### src/rtl/sram_ctrl_pkg.sv
package sram_ctrl_pkg;

  typedef enum logic [2:0] {
    ST_IDLE,
    ST_WSETUP,
    ST_WPULSE,
    ST_WHOLD,
    ST_READ,
    ST_TURN
  } ctl_state_t;

  // Round a nanosecond duration up to whole clock cycles, never below one.
  function automatic int ns2cyc(input int dur_ns, input int period_ns);
    int c;
    c = (dur_ns + period_ns - 1) / period_ns;
    return (c < 1) ? 1 : c;
  endfunction

  function automatic int imax(input int a, input int b);
    return (a > b) ? a : b;
  endfunction

endpackage

### src/rtl/sram_down_cnt.sv
module sram_down_cnt #(
  parameter int W = 4
) (
  input  logic         clk,
  input  logic         rst,
  input  logic         load,
  input  logic [W-1:0] load_val,
  output logic         at_zero
);

  logic [W-1:0] cnt;

  always_ff @(posedge clk) begin
    if (rst)
      cnt <= '0;
    else if (load)
      cnt <= load_val;
    else if (cnt != '0)
      cnt <= cnt - 1'b1;
  end

  assign at_zero = (cnt == '0);

  // a loaded count never grows without a new load
  p_cnt_down_r9: assert property (@(posedge clk) disable iff (rst)
    !load && $past(!load) && $past(cnt) != '0 |-> cnt == $past(cnt) - 1'b1);

endmodule

### src/rtl/sram_byte_lane.sv
module sram_byte_lane #(
  parameter int LW = 8
) (
  input  logic          clk,
  input  logic          rst,
  input  logic          open_sel,
  input  logic          sel_bit,
  input  logic          close_sel,
  input  logic          capture,
  input  logic [LW-1:0] din,
  output logic          cs_n,
  output logic [LW-1:0] rbyte
);

  always_ff @(posedge clk) begin
    if (rst) begin
      cs_n  <= 1'b1;
      rbyte <= '0;
    end else begin
      if (open_sel)
        cs_n <= ~sel_bit;
      else if (close_sel)
        cs_n <= 1'b1;
      if (capture)
        rbyte <= cs_n ? '0 : din;
    end
  end

  // a lane that was not selected returns zero
  p_lane_zero_r6: assert property (@(posedge clk) disable iff (rst)
    capture && cs_n |=> rbyte == '0);

endmodule

### src/rtl/sram_byte_ctrl.sv
module sram_byte_ctrl
  import sram_ctrl_pkg::*;
#(
  parameter int ADDR_W     = 21,
  parameter int NBYTES     = 4,
  parameter int LANE_W     = 8,
  parameter int CLK_NS     = 10,
  parameter int T_WC_NS    = 20,
  parameter int T_PWE_NS   = 15,
  parameter int T_AW_NS    = 17,
  parameter int T_SD_NS    = 12,
  parameter int T_RC_NS    = 20,
  parameter int T_AA_NS    = 20,
  parameter int T_DOE_NS   = 12,
  parameter int T_HZWE_NS  = 12
) (
  input  logic                     clk,
  input  logic                     rst,
  input  logic                     req_valid,
  output logic                     req_ready,
  input  logic [ADDR_W-1:0]        req_addr,
  input  logic                     req_write,
  input  logic [NBYTES*LANE_W-1:0] req_wdata,
  input  logic [NBYTES-1:0]        req_mask,
  output logic                     rsp_done,
  output logic [NBYTES*LANE_W-1:0] rsp_rdata,
  output logic [ADDR_W-1:0]        mem_addr,
  output logic [NBYTES-1:0]        mem_cs_n,
  output logic                     mem_we_n,
  output logic                     mem_oe_n,
  output logic [NBYTES*LANE_W-1:0] mem_dq_out,
  output logic                     mem_dq_oe,
  input  logic [NBYTES*LANE_W-1:0] mem_dq_in
);

  localparam int NPULSE = imax(imax(ns2cyc(T_PWE_NS, CLK_NS), ns2cyc(T_SD_NS, CLK_NS)),
                               imax(ns2cyc(T_AW_NS, CLK_NS) - 1, ns2cyc(T_WC_NS, CLK_NS) - 2));
  localparam int NRD    = imax(ns2cyc(T_RC_NS, CLK_NS),
                               imax(ns2cyc(T_AA_NS, CLK_NS), ns2cyc(T_DOE_NS, CLK_NS)));
  localparam int NTA    = ns2cyc(T_HZWE_NS, CLK_NS);
  localparam int NMAX   = imax(NPULSE, imax(NRD, NTA));
  localparam int CW     = $clog2(NMAX) + 1;

  ctl_state_t      state;
  logic            cnt_load;
  logic [CW-1:0]   cnt_val;
  logic            cnt_zero;
  logic            accept;
  logic            lane_open;
  logic            lane_close;
  logic            lane_cap;

  assign accept     = (state == ST_IDLE) && req_valid;
  assign lane_open  = accept;
  assign lane_cap   = (state == ST_READ) && cnt_zero;
  assign lane_close = (state == ST_WHOLD) || lane_cap;

  // Counter reload points: read window at accept, pulse at setup, float time at read end
  always_comb begin
    cnt_load = 1'b0;
    cnt_val  = '0;
    if (accept && !req_write) begin
      cnt_load = 1'b1;
      cnt_val  = CW'(NRD - 1);
    end else if (state == ST_WSETUP) begin
      cnt_load = 1'b1;
      cnt_val  = CW'(NPULSE - 1);
    end else if (lane_cap) begin
      cnt_load = 1'b1;
      cnt_val  = CW'(NTA - 1);
    end
  end

  sram_down_cnt #(.W(CW)) u_cnt (
    .clk      (clk),
    .rst      (rst),
    .load     (cnt_load),
    .load_val (cnt_val),
    .at_zero  (cnt_zero)
  );

  for (genvar i = 0; i < NBYTES; i++) begin : g_lane
    sram_byte_lane #(.LW(LANE_W)) u_lane (
      .clk       (clk),
      .rst       (rst),
      .open_sel  (lane_open),
      .sel_bit   (req_mask[i]),
      .close_sel (lane_close),
      .capture   (lane_cap),
      .din       (mem_dq_in[i*LANE_W +: LANE_W]),
      .cs_n      (mem_cs_n[i]),
      .rbyte     (rsp_rdata[i*LANE_W +: LANE_W])
    );
  end

  always_ff @(posedge clk) begin
    if (rst) begin
      state      <= ST_IDLE;
      req_ready  <= 1'b1;
      rsp_done   <= 1'b0;
      mem_addr   <= '0;
      mem_we_n   <= 1'b1;
      mem_oe_n   <= 1'b1;
      mem_dq_out <= '0;
      mem_dq_oe  <= 1'b0;
    end else begin
      rsp_done <= 1'b0;
      case (state)
        ST_IDLE: begin
          if (req_valid) begin
            mem_addr   <= req_addr;
            mem_dq_out <= req_wdata;
            req_ready  <= 1'b0;
            if (req_write) begin
              mem_dq_oe <= 1'b1;
              state     <= ST_WSETUP;
            end else begin
              mem_oe_n  <= 1'b0;
              state     <= ST_READ;
            end
          end
        end
        ST_WSETUP: begin
          mem_we_n <= 1'b0;
          state    <= ST_WPULSE;
        end
        ST_WPULSE: begin
          if (cnt_zero) begin
            mem_we_n <= 1'b1;
            state    <= ST_WHOLD;
          end
        end
        ST_WHOLD: begin
          mem_dq_oe <= 1'b0;
          rsp_done  <= 1'b1;
          req_ready <= 1'b1;
          state     <= ST_IDLE;
        end
        ST_READ: begin
          if (cnt_zero) begin
            mem_oe_n <= 1'b1;
            rsp_done <= 1'b1;
            state    <= ST_TURN;
          end
        end
        ST_TURN: begin
          if (cnt_zero) begin
            req_ready <= 1'b1;
            state     <= ST_IDLE;
          end
        end
        default: state <= ST_IDLE;
      endcase
    end
  end

  // Assertion support: length of the current write-enable pulse and of the float time
  logic [7:0] we_low_cnt;
  logic [7:0] hz_cnt;

  always_ff @(posedge clk) begin
    if (rst) begin
      we_low_cnt <= '0;
      hz_cnt     <= 8'hFF;
    end else begin
      we_low_cnt <= mem_we_n ? 8'd0 : we_low_cnt + 8'd1;
      if (!mem_oe_n)
        hz_cnt <= '0;
      else if (hz_cnt != 8'hFF)
        hz_cnt <= hz_cnt + 8'd1;
    end
  end

  // no select is active while the host sees ready
  p_busy_ready_r2: assert property (@(posedge clk) disable iff (rst)
    (mem_cs_n != '1) |-> !req_ready);

  // selects do not change while any is active
  p_cs_stable_r3: assert property (@(posedge clk) disable iff (rst)
    (mem_cs_n != '1) && $past(mem_cs_n != '1) |-> $stable(mem_cs_n));

  // pulse length and output enable off during the pulse
  p_we_width_r4: assert property (@(posedge clk) disable iff (rst)
    $rose(mem_we_n) |-> we_low_cnt == 8'(NPULSE));
  p_we_oe_r4: assert property (@(posedge clk) disable iff (rst)
    !mem_we_n |-> mem_oe_n && mem_dq_oe);

  // address and selects steady across the pulse and its hold cycle
  p_addr_we_r5: assert property (@(posedge clk) disable iff (rst)
    !mem_we_n |-> $stable(mem_addr) && $stable(mem_cs_n));
  p_addr_hold_r5: assert property (@(posedge clk) disable iff (rst)
    $rose(mem_we_n) |-> $stable(mem_addr) && $stable(mem_cs_n));

  // reads keep write enable high
  p_read_we_r6: assert property (@(posedge clk) disable iff (rst)
    !mem_oe_n |-> mem_we_n);

  // drivers wait for the RAM outputs to float
  p_turn_r7: assert property (@(posedge clk) disable iff (rst)
    $rose(mem_dq_oe) |-> hz_cnt >= 8'(NTA));

  // never drive while the RAM drives
  p_no_fight_r8: assert property (@(posedge clk) disable iff (rst)
    !mem_oe_n |-> !mem_dq_oe);

  // completion is a single-cycle pulse
  p_done_pulse_r10: assert property (@(posedge clk) disable iff (rst)
    rsp_done |=> !rsp_done);

endmodule

### config.mk
export PLATFORM = sky130hd
export DESIGN_NAME = sram_byte_ctrl
export DESIGN_NICKNAME = d
export VERILOG_FILES = /design/src/rtl/sram_ctrl_pkg.sv /design/src/rtl/sram_down_cnt.sv /design/src/rtl/sram_byte_lane.sv /design/src/rtl/sram_byte_ctrl.sv
export SDC_FILE = /design/constraint.sdc
export NUM_CORES = 1
export LEC_CHECK = 0
export ABC_CLOCK_PERIOD_IN_PS = 2200
export BUFFER_PORTS_ARGS = -buffer_cell sky130_fd_sc_hd__buf_2
export CORE_UTILIZATION = 47
export CTS_BUF_LIST = sky130_fd_sc_hd__clkbuf_4
export DETAILED_ROUTE_END_ITERATION = 10
export GPL_ROUTABILITY_DRIVEN = 0
export PLACE_DENSITY = 0.82
export SYNTH_ARGS = -nofsm -noshare
export SYNTH_HDL_FRONTEND = slang
export SYNTH_SLANG_ARGS = --single-unit
export TNS_END_PERCENT = 1
### constraint.sdc
create_clock -name clk -period 2.2 [get_ports clk]
set_clock_uncertainty 0.15 [all_clocks]
set_input_delay 0.11 -clock clk [delete_from_list [all_inputs] [get_ports clk]]
set_output_delay 0.11 -clock clk [all_outputs]
set_load 0.03 [all_outputs]
==> flow_metrics.env, run 1 <==
export IMPL_grt_pass1_wl_mm=18.82
export IMPL_crit_path_end_kind="register"
export IMPL_vias=4169
export IMPL_worstPathRequired_ns=2.34
export IMPL_outcome="complete, no violations"
export IMPL_power_density_nw_per_um2=869.4
export IMPL_htreeDepth=3
export IMPL_dp_cells=701
export IMPL_initial_core_util=0.4847
export IMPL_dieArea_um2=8288
export IMPL_ir_drop_mv=0.5328
export IMPL_coreArea_um2=7687
export IMPL_die_x_um=91.04
export IMPL_clk_pin_slew_ns=0.15
export IMPL_rsz0062_at_grt="no"
export IMPL_reg2regPathDepth=4
export IMPL_yosysTopAreaCell="dfxtp_1"
export IMPL_final_util=0.7515
export IMPL_p_leak_nw=2.596
export IMPL_cts_buffer_depth=2
export IMPL_slew_violations=0
export IMPL_hold_viol=0
export IMPL_hpwl_mm=6.688
export IMPL_numCtsBuffers=9
export IMPL_placed_area_um2=4696
export IMPL_postRouteAntennaNets=0
export IMPL_worstSetupPathType="register to register"
export IMPL_insertedDiodeCount=0
export IMPL_cp_endpoint="mem_dq_out[27]$_SDFFE_PP0N_"
export IMPL_clock_root_buffer="clkbuf_4"
export IMPL_syn_avg_cell_area_um2=8.488
export IMPL_final_cells=809
export IMPL_viasPerCell=5.153
export IMPL_io_pins=187
export IMPL_ys_top_cells_by_area="dfxtp_1 53%, nand2_1 14%, a21oi_1 12%, nand3b_1 6.9%, buf_6 2.1%"
export IMPL_drt_total_wl_mm=12.01
export IMPL_ff2ff_setup_slack_ns=0.28
export IMPL_rr_endpoint="mem_dq_out[27]$_SDFFE_PP0N_"
export IMPL_startpoint="state[2]$_SDFFE_PP0P_"
export IMPL_hp_class="input pin to register"
export IMPL_grt_max_degree=54
export IMPL_antenna_found_initial=0
export IMPL_r2r_start="state[2]$_SDFFE_PP0P_"
export IMPL_grt_pass1_vias=4075
export IMPL_drt_iter0_markers=178
export IMPL_dr_pass1_iters=5
export IMPL_grt_use_total=0.2846
export IMPL_seq_area_frac_synth=0.5319
export IMPL_synthCells=439
export IMPL_drc=0
export IMPL_worstSetupStartpointType="register"
export IMPL_cts_tree="yes"
export IMPL_syn_to_final_growth_pct=55.04
export IMPL_setup_viol=0
export IMPL_min_period_ns=1.919
export IMPL_layout_drive_gt1_share=0.3041
export IMPL_io_buffers=186
export IMPL_finalNetCount=796
export IMPL_fin_hold_ws_ns=0.02697
export IMPL_cts_sinks=99
export IMPL_clock_fmax_ghz=0.5211
export IMPL_clock_latency_ns=0.43
export IMPL_fin_setup_tns_ns=0
export IMPL_cts_resized=0
export IMPL_synth_cell_type_count=31
export IMPL_ys_seq_elements=99
export IMPL_synth_top_area_share=0.5319
export IMPL_grt_overflow=0
export IMPL_post_route_cell_area_um2=5777
export IMPL_wl_per_cell_um=14.84
export IMPL_synth_area_um2=3726
export IMPL_fin_crit_sh=0.8723
export IMPL_cap_violations=0
export IMPL_num_rows=32
export IMPL_die_h_um=91.04
export IMPL_slew_headroom=0.6856
export IMPL_arrival_ns=2.06
export IMPL_crit_fanout=35
export IMPL_hold_start="req_valid"
export IMPL_tightest_slew_ns=0.4716
export IMPL_syn_num_nets=533
export IMPL_synth_warnings=0
-- state kept, by name, indices dropped and copies added, names as in the netlist --
name,flops
g_lane.u_lane.rbyte,32
mem_dq_out,32
mem_addr,21
g_lane.u_lane.cs_n,4
state,3
u_cnt.cnt,2
mem_dq_oe,1
mem_oe_n,1
mem_we_n,1
req_ready,1
rsp_done,1
-- cells in the mapped netlist --
cell	count
o21bai_1	1
inv_1	4
a31oi_1	1
nor4b_4	1
nor2_1	5
nand2_1	142
and3_1	2
clkbuf_1	12
a221o_1	1
a21oi_1	89
buf_6	7
a211oi_1	1
or3_1	1
xor2_1	2
or4b_1	1
nand2b_1	1
buf_4	4
mux2i_1	2
nand3b_1	34
nand4bb_1	1
dfxtp_1	99
ha_1	1
nor3_1	1
nor4bb_1	1
o21ai_1	1
o21ai_0	3
nor2b_1	1
xnor2_1	1
buf_2	14
a2bb2oi_1	4
o311ai_2	1
-- layout make-up --
class | count | area, µm²
timing repair buffer | 289 | 1972
clock inverter | 7 | 92.59
multi-input combinational | 299 | 1520
tap | 102 | 127.6
fill | 534 | 1911
clock buffer | 9 | 67.56
sequential | 99 | 1982
inverter | 4 | 15.01
-- metal layers --
layer / share of wire / wire length [µm] / vias up / global-route usage
li1: - / - / 1981 / -
met1: 0.38 / 4548 / 1972 / 0.2937
met2: 0.53 / 6419 / 174 / 0.5360
met3: 0.048 / 580 / 42 / 0.05528
met4: 0.038 / 459 / 0 / 0.1561
met5: 0 / 0 / - / 0
-- cell families (layout without fill, tap and decap cells) --
family,Yosys count,after routing,share of synthesized area
fa+ha+maj,1,1,0.003357
mux,2,2,0.005373
xor+xnor,3,3,0.007053
buf+inv,41,309,0.06414
flops,99,99,0.5319
simple gates,191,191,0.2411
compound gates,102,102,0.1471
-- through the flow --
step	setup WS, ns	total power [mW]
after floorplan	0.6023	3.370
after global placement	0.4174	3.785
after detailed placement	0.3585	3.842
after CTS	0.3211	5.011
after global routing	0.2129	5.281
final	0.2810	5.022
-- timing repair --
action,in CTS,in global routing
endpoints found under the hold margin,97,0
buffers inserted,0,0
hold buffers,92,0
-- worst min path at each step --
stage / cells past startpoint / slack (ns) / to
4_1_cts: 4 / 0.00002 / state[2]$_SDFFE_PP0P_
2_1_floorplan: 1 / 0.05 / g_lane[0].u_lane.cs_n$_SDFFE_PP1P_
3_3_place_gp: 2 / 0.14 / g_lane[1].u_lane.cs_n$_SDFFE_PP1P_
6_report: 4 / 0.03 / state[2]$_SDFFE_PP0P_
5_1_grt: 4 / 0.009 / state[2]$_SDFFE_PP0P_
3_5_place_dp: 2 / 0.14 / g_lane[2].u_lane.cs_n$_SDFFE_PP1P_
-- placed cells by master (no fill, tap or decap), drive strengths merged, types with 4 or more instances in the layout --
master,n
nor2,5
nand2,142
dlygate4sd3,92
dfxtp,99
nand3b,34
buf,197
a21oi,89
clkinv,4
clkbuf,9
o21ai,4
a2bb2oi,4
inv,4
-- report_power, final --
group	switching (mW)	leakage (nW)	total [mW]	internal, mW
Sequential	0.146	0.808	2.16	2.02
Clock	0.595	0.0812	1.05	0.458
Combinational	1.12	1.71	1.81	0.684
-- critical path, cell delays in order, from the launching register on --
cell and delay, ns:
dfxtp_1 0.41, or4b_2 0.71, buf_4 0.29, nand2_1 0.13, a21oi_1 0.07
Note: power is estimated with default switching activity, not from simulation.
==> run 2: changes to the inputs <==
==> constraint.sdc (replaced) <==
create_clock -name clk -period 2.2 [get_ports clk]
set_clock_uncertainty 0.15 [all_clocks]
set_input_delay 0.33 -clock clk [delete_from_list [all_inputs] [get_ports clk]]
set_output_delay 0.33 -clock clk [all_outputs]
set_load 0.03 [all_outputs]
==> flow_metrics.env, run 2 (synthesis results as in run 1) <==
export IMPL_rsz0062_at_grt="no"
export IMPL_crit_path_end_kind="register"
export IMPL_postRouteAntennaNets=0
export IMPL_drc=0
export IMPL_slew_headroom=0.6826
export IMPL_grt_max_degree=54
export IMPL_rr_endpoint="mem_dq_out[23]$_SDFFE_PP0N_"
export IMPL_numCtsBuffers=9
export IMPL_nFillCells=533
export IMPL_r2r_start="state[2]$_SDFFE_PP0P_"
export IMPL_cap_violations=0
export IMPL_worst_path_dominant_cell_family="simple AND/OR/NAND/NOR gates"
export IMPL_ff2ff_setup_slack_ns=0.27
export IMPL_clock_latency_ns=0.44
export IMPL_grt_pass1_wl_mm=19.31
export IMPL_io_pins=187
export IMPL_clk_pin_slew_ns=0.15
export IMPL_fin_crit_sh=0.8758
export IMPL_hold_start="mem_dq_in[0]"
export IMPL_cts_buffer_depth=2
export IMPL_hpwl_mm=6.710
export IMPL_tightest_slew_ns=0.4761
export IMPL_cts_resized=0
export IMPL_reg2regPathDepth=4
export IMPL_final_cells=806
export IMPL_drt_total_wl_mm=12.17
export IMPL_crit_fanout=35
export IMPL_num_rows=32
export IMPL_dieArea_um2=8288
export IMPL_vias=4177
export IMPL_final_common_cell="buf_2"
export IMPL_crit_path_max_incr_delay_ns=0.71
export IMPL_worstSetupStartpointType="register"
export IMPL_clock_root_buffer="clkbuf_4"
export IMPL_hold_end="g_lane[0].u_lane.rbyte[0]$_SDFFE_PP0P_"
export IMPL_io_buffers=186
export IMPL_worstSetupPathType="register to register"
export IMPL_initial_core_util=0.4847
export IMPL_antenna_found_initial=0
export IMPL_viasPerCell=5.182
export IMPL_arrival_ns=2.08
export IMPL_ir_drop_mv=0.3991
export IMPL_grt_pass1_vias=4210
export IMPL_grt_use_total=0.2941
export IMPL_p_total_mw=4.820
export IMPL_htreeDepth=3
export IMPL_ctsHoldBuffers=89
export IMPL_cts_sinks=99
export IMPL_hold_depth=3
export IMPL_outcome="complete, no violations"
export IMPL_cts_tree="yes"
export IMPL_fin_setup_tns_ns=0
export IMPL_hold_viol=0
export IMPL_crit_slowest_cell="or4b_2"
export IMPL_min_period_ns=1.927
export IMPL_fin_hold_ws_ns=0.04078
export IMPL_dr_pass1_iters=4
export IMPL_worst_path_buf_inv=1
export IMPL_multiInputGateArea_um2=1520
export IMPL_drt_iter0_markers=166
export IMPL_setup_viol=0
export IMPL_clock_fmax_ghz=0.5190
export IMPL_slew_violations=0
export IMPL_worstPathRequired_ns=2.35
export IMPL_cts_setup_buffers=0
export IMPL_die_x_um=91.04
export IMPL_hp_class="input pin to register"
export IMPL_layout_drive_gt1_share=0.3068
export IMPL_cp_cell_sequence="or4b_2 > buf_4 > nand2_1 > a21oi_1"
export IMPL_wl_per_cell_um=15.10
export IMPL_finalNetCount=793
export IMPL_insertedDiodeCount=0
export IMPL_syn_to_final_growth_pct=53.12
export IMPL_top_regs="g_lane.u_lane.rbyte: 32 flops, mem_dq_out: 32 flops, mem_addr: 21 flops"
export IMPL_p_leak_nw=2.569
export IMPL_dp_cells=701
export IMPL_final_cell_mix="186 x buf_2, 142 x nand2_1, 99 x dfxtp_1"
export IMPL_coreArea_um2=7687
export IMPL_grt_overflow=0
export IMPL_regArea_um2=1982
export IMPL_power_density_nw_per_um2=844.9
export IMPL_die_h_um=91.04
==> run 2: cell types whose count changed in the layout (fill, tap and decap cells not counted), sizes merged <==
cell         delta
inv             +3
bufinv          -2
clkinv          -1
dlygate4sd3     -3
==> run 2: where the power goes <==
part | switching (mW) | total (mW) | internal [mW]
Clock | 0.611 | 0.853 | 0.242
Sequential | 0.148 | 2.16 | 2.02
Combinational | 1.13 | 1.80 | 0.676
Total | 1.89 | 4.82 | 2.93
==> run 2: worst max-delay path by stage <==
stage	from	endpoint	cells after the start
2_1_floorplan	state[0]$_SDFFE_PP0P_	req_ready$_SDFFE_PP1P_	3
3_3_place_gp	req_valid	mem_dq_out[23]$_SDFFE_PP0N_	5
3_5_place_dp	req_valid	mem_dq_out[29]$_SDFFE_PP0N_	5
4_1_cts	state[2]$_SDFFE_PP0P_	mem_dq_out[29]$_SDFFE_PP0N_	4
5_1_grt	state[2]$_SDFFE_PP0P_	mem_dq_out[23]$_SDFFE_PP0N_	4
6_report	state[2]$_SDFFE_PP0P_	mem_dq_out[23]$_SDFFE_PP0N_	4
==> run 2: final cells by class <==
cell class,count,area share
Inverter,4,0.002632
Clock buffer,9,0.01184
Tap cell,102,0.02237
Clock inverter,7,0.008991
Multi-Input combinational cell,299,0.2664
Timing Repair Buffer,286,0.3404
Sequential cell,99,0.3474
==> run 2: per-layer routing <==
layer / global-route usage / part of all wire / routed length, µm
met1: 0.2994 / 0.37 / 4478
met2: 0.5404 / 0.52 / 6278
met3: 0.06365 / 0.059 / 715
met4: 0.1892 / 0.057 / 695
met5: 0 / 0 / 0
==> run 2: worst reg2reg max path, stage by stage (launching register included) <==
cell and delay, ns:
dfxtp_1 0.42, or4b_2 0.71, buf_4 0.29, nand2_1 0.16, a21oi_1 0.08
==> run 2: metrics by stage <==
stage / util / setup WS (ns) / area (µm²)
after floorplan: - / 0.6023 / 3726
after global placement: 0.6108 / 0.3584 / 4696
after detailed placement: 0.6108 / 0.3212 / 4696
after CTS: 0.7422 / 0.3267 / 5705
after global routing: 0.7422 / 0.2135 / 5705
final: 0.7422 / 0.2733 / 5705
==> run 3: changes to the inputs <==
- ABC_AREA: unset -> 1
- CORE_MARGIN: unset -> 2
==> flow_metrics.env, run 3 <==
export IMPL_outcome="complete, no violations"
export IMPL_num_rows=32
export IMPL_crit_path_end_kind="register"
export IMPL_syn_to_final_growth_pct=47.02
export IMPL_synthSimpleGateAreaFrac=0.2511
export IMPL_cap_violations=0
export IMPL_synth_compound_area_frac=0.1350
export IMPL_power_density_nw_per_um2=1130
export IMPL_netlist_top_cells_count="111 x nor2_1, 99 x dfxtp_1, 58 x nand2_1"
export IMPL_cts_resized=0
export IMPL_rsz0062_at_grt="no"
export IMPL_synth_top_family_by_area="simple AND/OR/NAND/NOR gates"
export IMPL_ys_seq_elements=99
export IMPL_synthMuxAreaShare=0
export IMPL_htreeDepth=3
export IMPL_viasPerCell=5.169
export IMPL_synth_fa_ha_area_frac=0.003334
export IMPL_syn_num_nets=562
export IMPL_grt_pass1_vias=4183
export IMPL_top_regs="g_lane.u_lane.rbyte: 32 flops, mem_dq_out: 32 flops, mem_addr: 21 flops"
export IMPL_die_h_um=93.35
export IMPL_clock_latency_ns=0.42
export IMPL_r2r_start="state[1]$_SDFFE_PP0P_"
export IMPL_synth_ff_type="dfxtp_1"
export IMPL_synthXorXnorAreaFrac=0.002334
export IMPL_initial_core_util=0.4856
export IMPL_ir_drop_mv=0.7937
export IMPL_hp_class="input pin to register"
export IMPL_die_x_um=93.35
export IMPL_wl_per_cell_um=14.90
export IMPL_power_share_combinational=0.455
export IMPL_slew_headroom=0.7371
export IMPL_slew_violations=0
export IMPL_async_flop_share=0
export IMPL_startpoint="state[1]$_SDFFE_PP0P_"
export IMPL_drt_total_wl_mm=12.19
export IMPL_clock_root_buffer="clkbuf_4"
export IMPL_numCtsBuffers=9
export IMPL_synth_top_area_share=0.5282
export IMPL_synth_edf_count=0
export IMPL_arrival_ns=1.98
export IMPL_synth_most_common_cell="nor2_1"
export IMPL_syn_avg_cell_area_um2=8.018
export IMPL_synthCells=468
export IMPL_p_int_mw=3.368
export IMPL_yosysTopAreaCell="dfxtp_1"
export IMPL_postRouteAntennaNets=0
export IMPL_ff2ff_setup_slack_ns=0.42
export IMPL_clk_pin_slew_ns=0.14
export IMPL_setup_viol=0
export IMPL_pwr_share_seq=0.396
export IMPL_final_common_cell="buf_2"
export IMPL_ctsHoldBuffers=72
export IMPL_vias=4228
export IMPL_hold_viol=0
export IMPL_fin_setup_tns_ns=0
export IMPL_pwr_share_clk=0.149
export IMPL_antenna_found_initial=0
export IMPL_p_switching_mw=2.865
export IMPL_synth_cell_type_count=22
export IMPL_io_pins=187
export IMPL_drt_iter0_markers=249
export IMPL_seq_area_frac_synth=0.5282
export IMPL_worstPathRequired_ns=2.40
export IMPL_insertedDiodeCount=0
export IMPL_grt_use_total=0.2788
export IMPL_hold_start="mem_dq_in[17]"
export IMPL_worstSetupPathType="register to register"
export IMPL_grt_pass1_wl_mm=19.40
export IMPL_ys_top_cells_by_area="dfxtp_1 53%, nor2_1 11%, o21ai_0 7.1%, nand2_1 5.8%, nand4_1 5.3%"
export IMPL_crit_fanout=35
export IMPL_final_cell_mix="186 x buf_2, 111 x nor2_1, 99 x dfxtp_1"
export IMPL_grt_max_degree=56
export IMPL_drc=0
export IMPL_cts_sinks=99
export IMPL_synth_area_um2=3752
export IMPL_cts_tree="yes"
export IMPL_reg2regPathDepth=7
export IMPL_coreArea_um2=7727
export IMPL_cts_buffer_depth=2
export IMPL_grt_overflow=0
export IMPL_cp_endpoint="mem_dq_out[8]$_SDFFE_PP0N_"
export IMPL_fin_crit_sh=0.8093
export IMPL_final_util=0.7139
export IMPL_dr_pass1_iters=5
export IMPL_clock_fmax_ghz=0.5617
export IMPL_io_buffers=186
export IMPL_tightest_slew_ns=0.3943
export IMPL_min_period_ns=1.780
export IMPL_hpwl_mm=7.101
export IMPL_p_leak_nw=2.692
export IMPL_finalNetCount=805
export IMPL_synth_warnings=0
export IMPL_dieArea_um2=8714
export IMPL_layout_drive_gt1_share=0.3045
export IMPL_rr_endpoint="mem_dq_out[8]$_SDFFE_PP0N_"
export IMPL_sw_frac_of_total=0.4597
export IMPL_cts_setup_buffers=0
export IMPL_worstSetupStartpointType="register"
==> run 3: cell count changes after synthesis, sizes merged, moves of 2 or more <==
cell	previous run	this run
a21oi	89	38
a2bb2oi	4	0
and3	2	0
buf	25	23
inv	4	17
mux2i	2	0
nand2	142	62
nand3	0	8
nand3b	34	0
nand4	0	32
nor2	5	113
o21ai	4	61
xor2	2	0
==> run 3: through the flow <==
| step | std cells | total power [mW] | instance area [µm²] | hold WS [ns] | setup slack, ns |
|---|---|---|---|---|---|
| floorplan | 468 | 4.514 | 3752 | 0.3064 | 0.8095 |
| detailed placement | 728 | 5.147 | 4639 | 0.2930 | 0.4965 |
| finish | 818 | 6.233 | 5517 | 0.02530 | 0.4196 |
| global placement | 728 | 5.053 | 4639 | 0.2886 | 0.5967 |
| global route | 818 | 6.625 | 5517 | 0.002811 | 0.2753 |
| CTS | 816 | 6.178 | 5497 | 0.001667 | 0.4676 |
==> run 3: worst min-delay path by stage <==
stage / endpoint / slack [ns] / depth (start not counted)
after floorplan: g_lane[0].u_lane.cs_n$_SDFFE_PP1P_ / 0.31 / 2
final: g_lane[2].u_lane.rbyte[1]$_SDFFE_PP0P_ / 0.03 / 3
after global routing: g_lane[2].u_lane.rbyte[6]$_SDFFE_PP0P_ / 0.003 / 3
after detailed placement: mem_oe_n$_SDFFE_PP1P_ / 0.29 / 2
after global placement: mem_oe_n$_SDFFE_PP1P_ / 0.29 / 2
after CTS: g_lane[2].u_lane.rbyte[1]$_SDFFE_PP0P_ / 0.002 / 3
==> run 3: cells by family after synthesis <==
group	Yosys count
compound gates	100
buf+inv	52
simple gates	215
xor+xnor	1
flops	99
fa+ha+maj	1
==> run 3: critical path: stages, from the launching register on <==
cell	delay, ns
dfxtp_1	0.47
nor2_4	0.08
nand2_4	0.08
inv_1	0.07
nand2_4	0.19
buf_4	0.39
nor2_1	0.09
nor2_1	0.16
==> run 3: layout make-up <==
type | instances | area [µm²]
sequential | 99 | 1982
clock inverter | 7 | 68.82
clock buffer | 9 | 67.56
multi-input combinational | 317 | 1470
inverter | 17 | 63.81
fill | 563 | 2211
tap | 102 | 127.6
timing repair buffer | 267 | 1737
==> run 3: power by group through the flow <==
stage / registers [mW] / logic (mW) / clock network, mW
after floorplan: 3.21 / 1.30 / 0
after global placement: 2.47 / 2.59 / 0
after detailed placement: 2.48 / 2.67 / 0
after CTS: 2.45 / 2.77 / 0.954
after global routing: 2.52 / 3.08 / 1.03
final: 2.47 / 2.84 / 0.928
==> run 3: per-layer routing <==
layer	share of wire	track usage	up-vias	wire length (µm)
met5	0	0	-	0
met4	0.034	0.1348	0	419
met3	0.094	0.07655	39	1146
met2	0.49	0.4820	238	6016
met1	0.38	0.3161	1922	4607
li1	-	-	2029	-
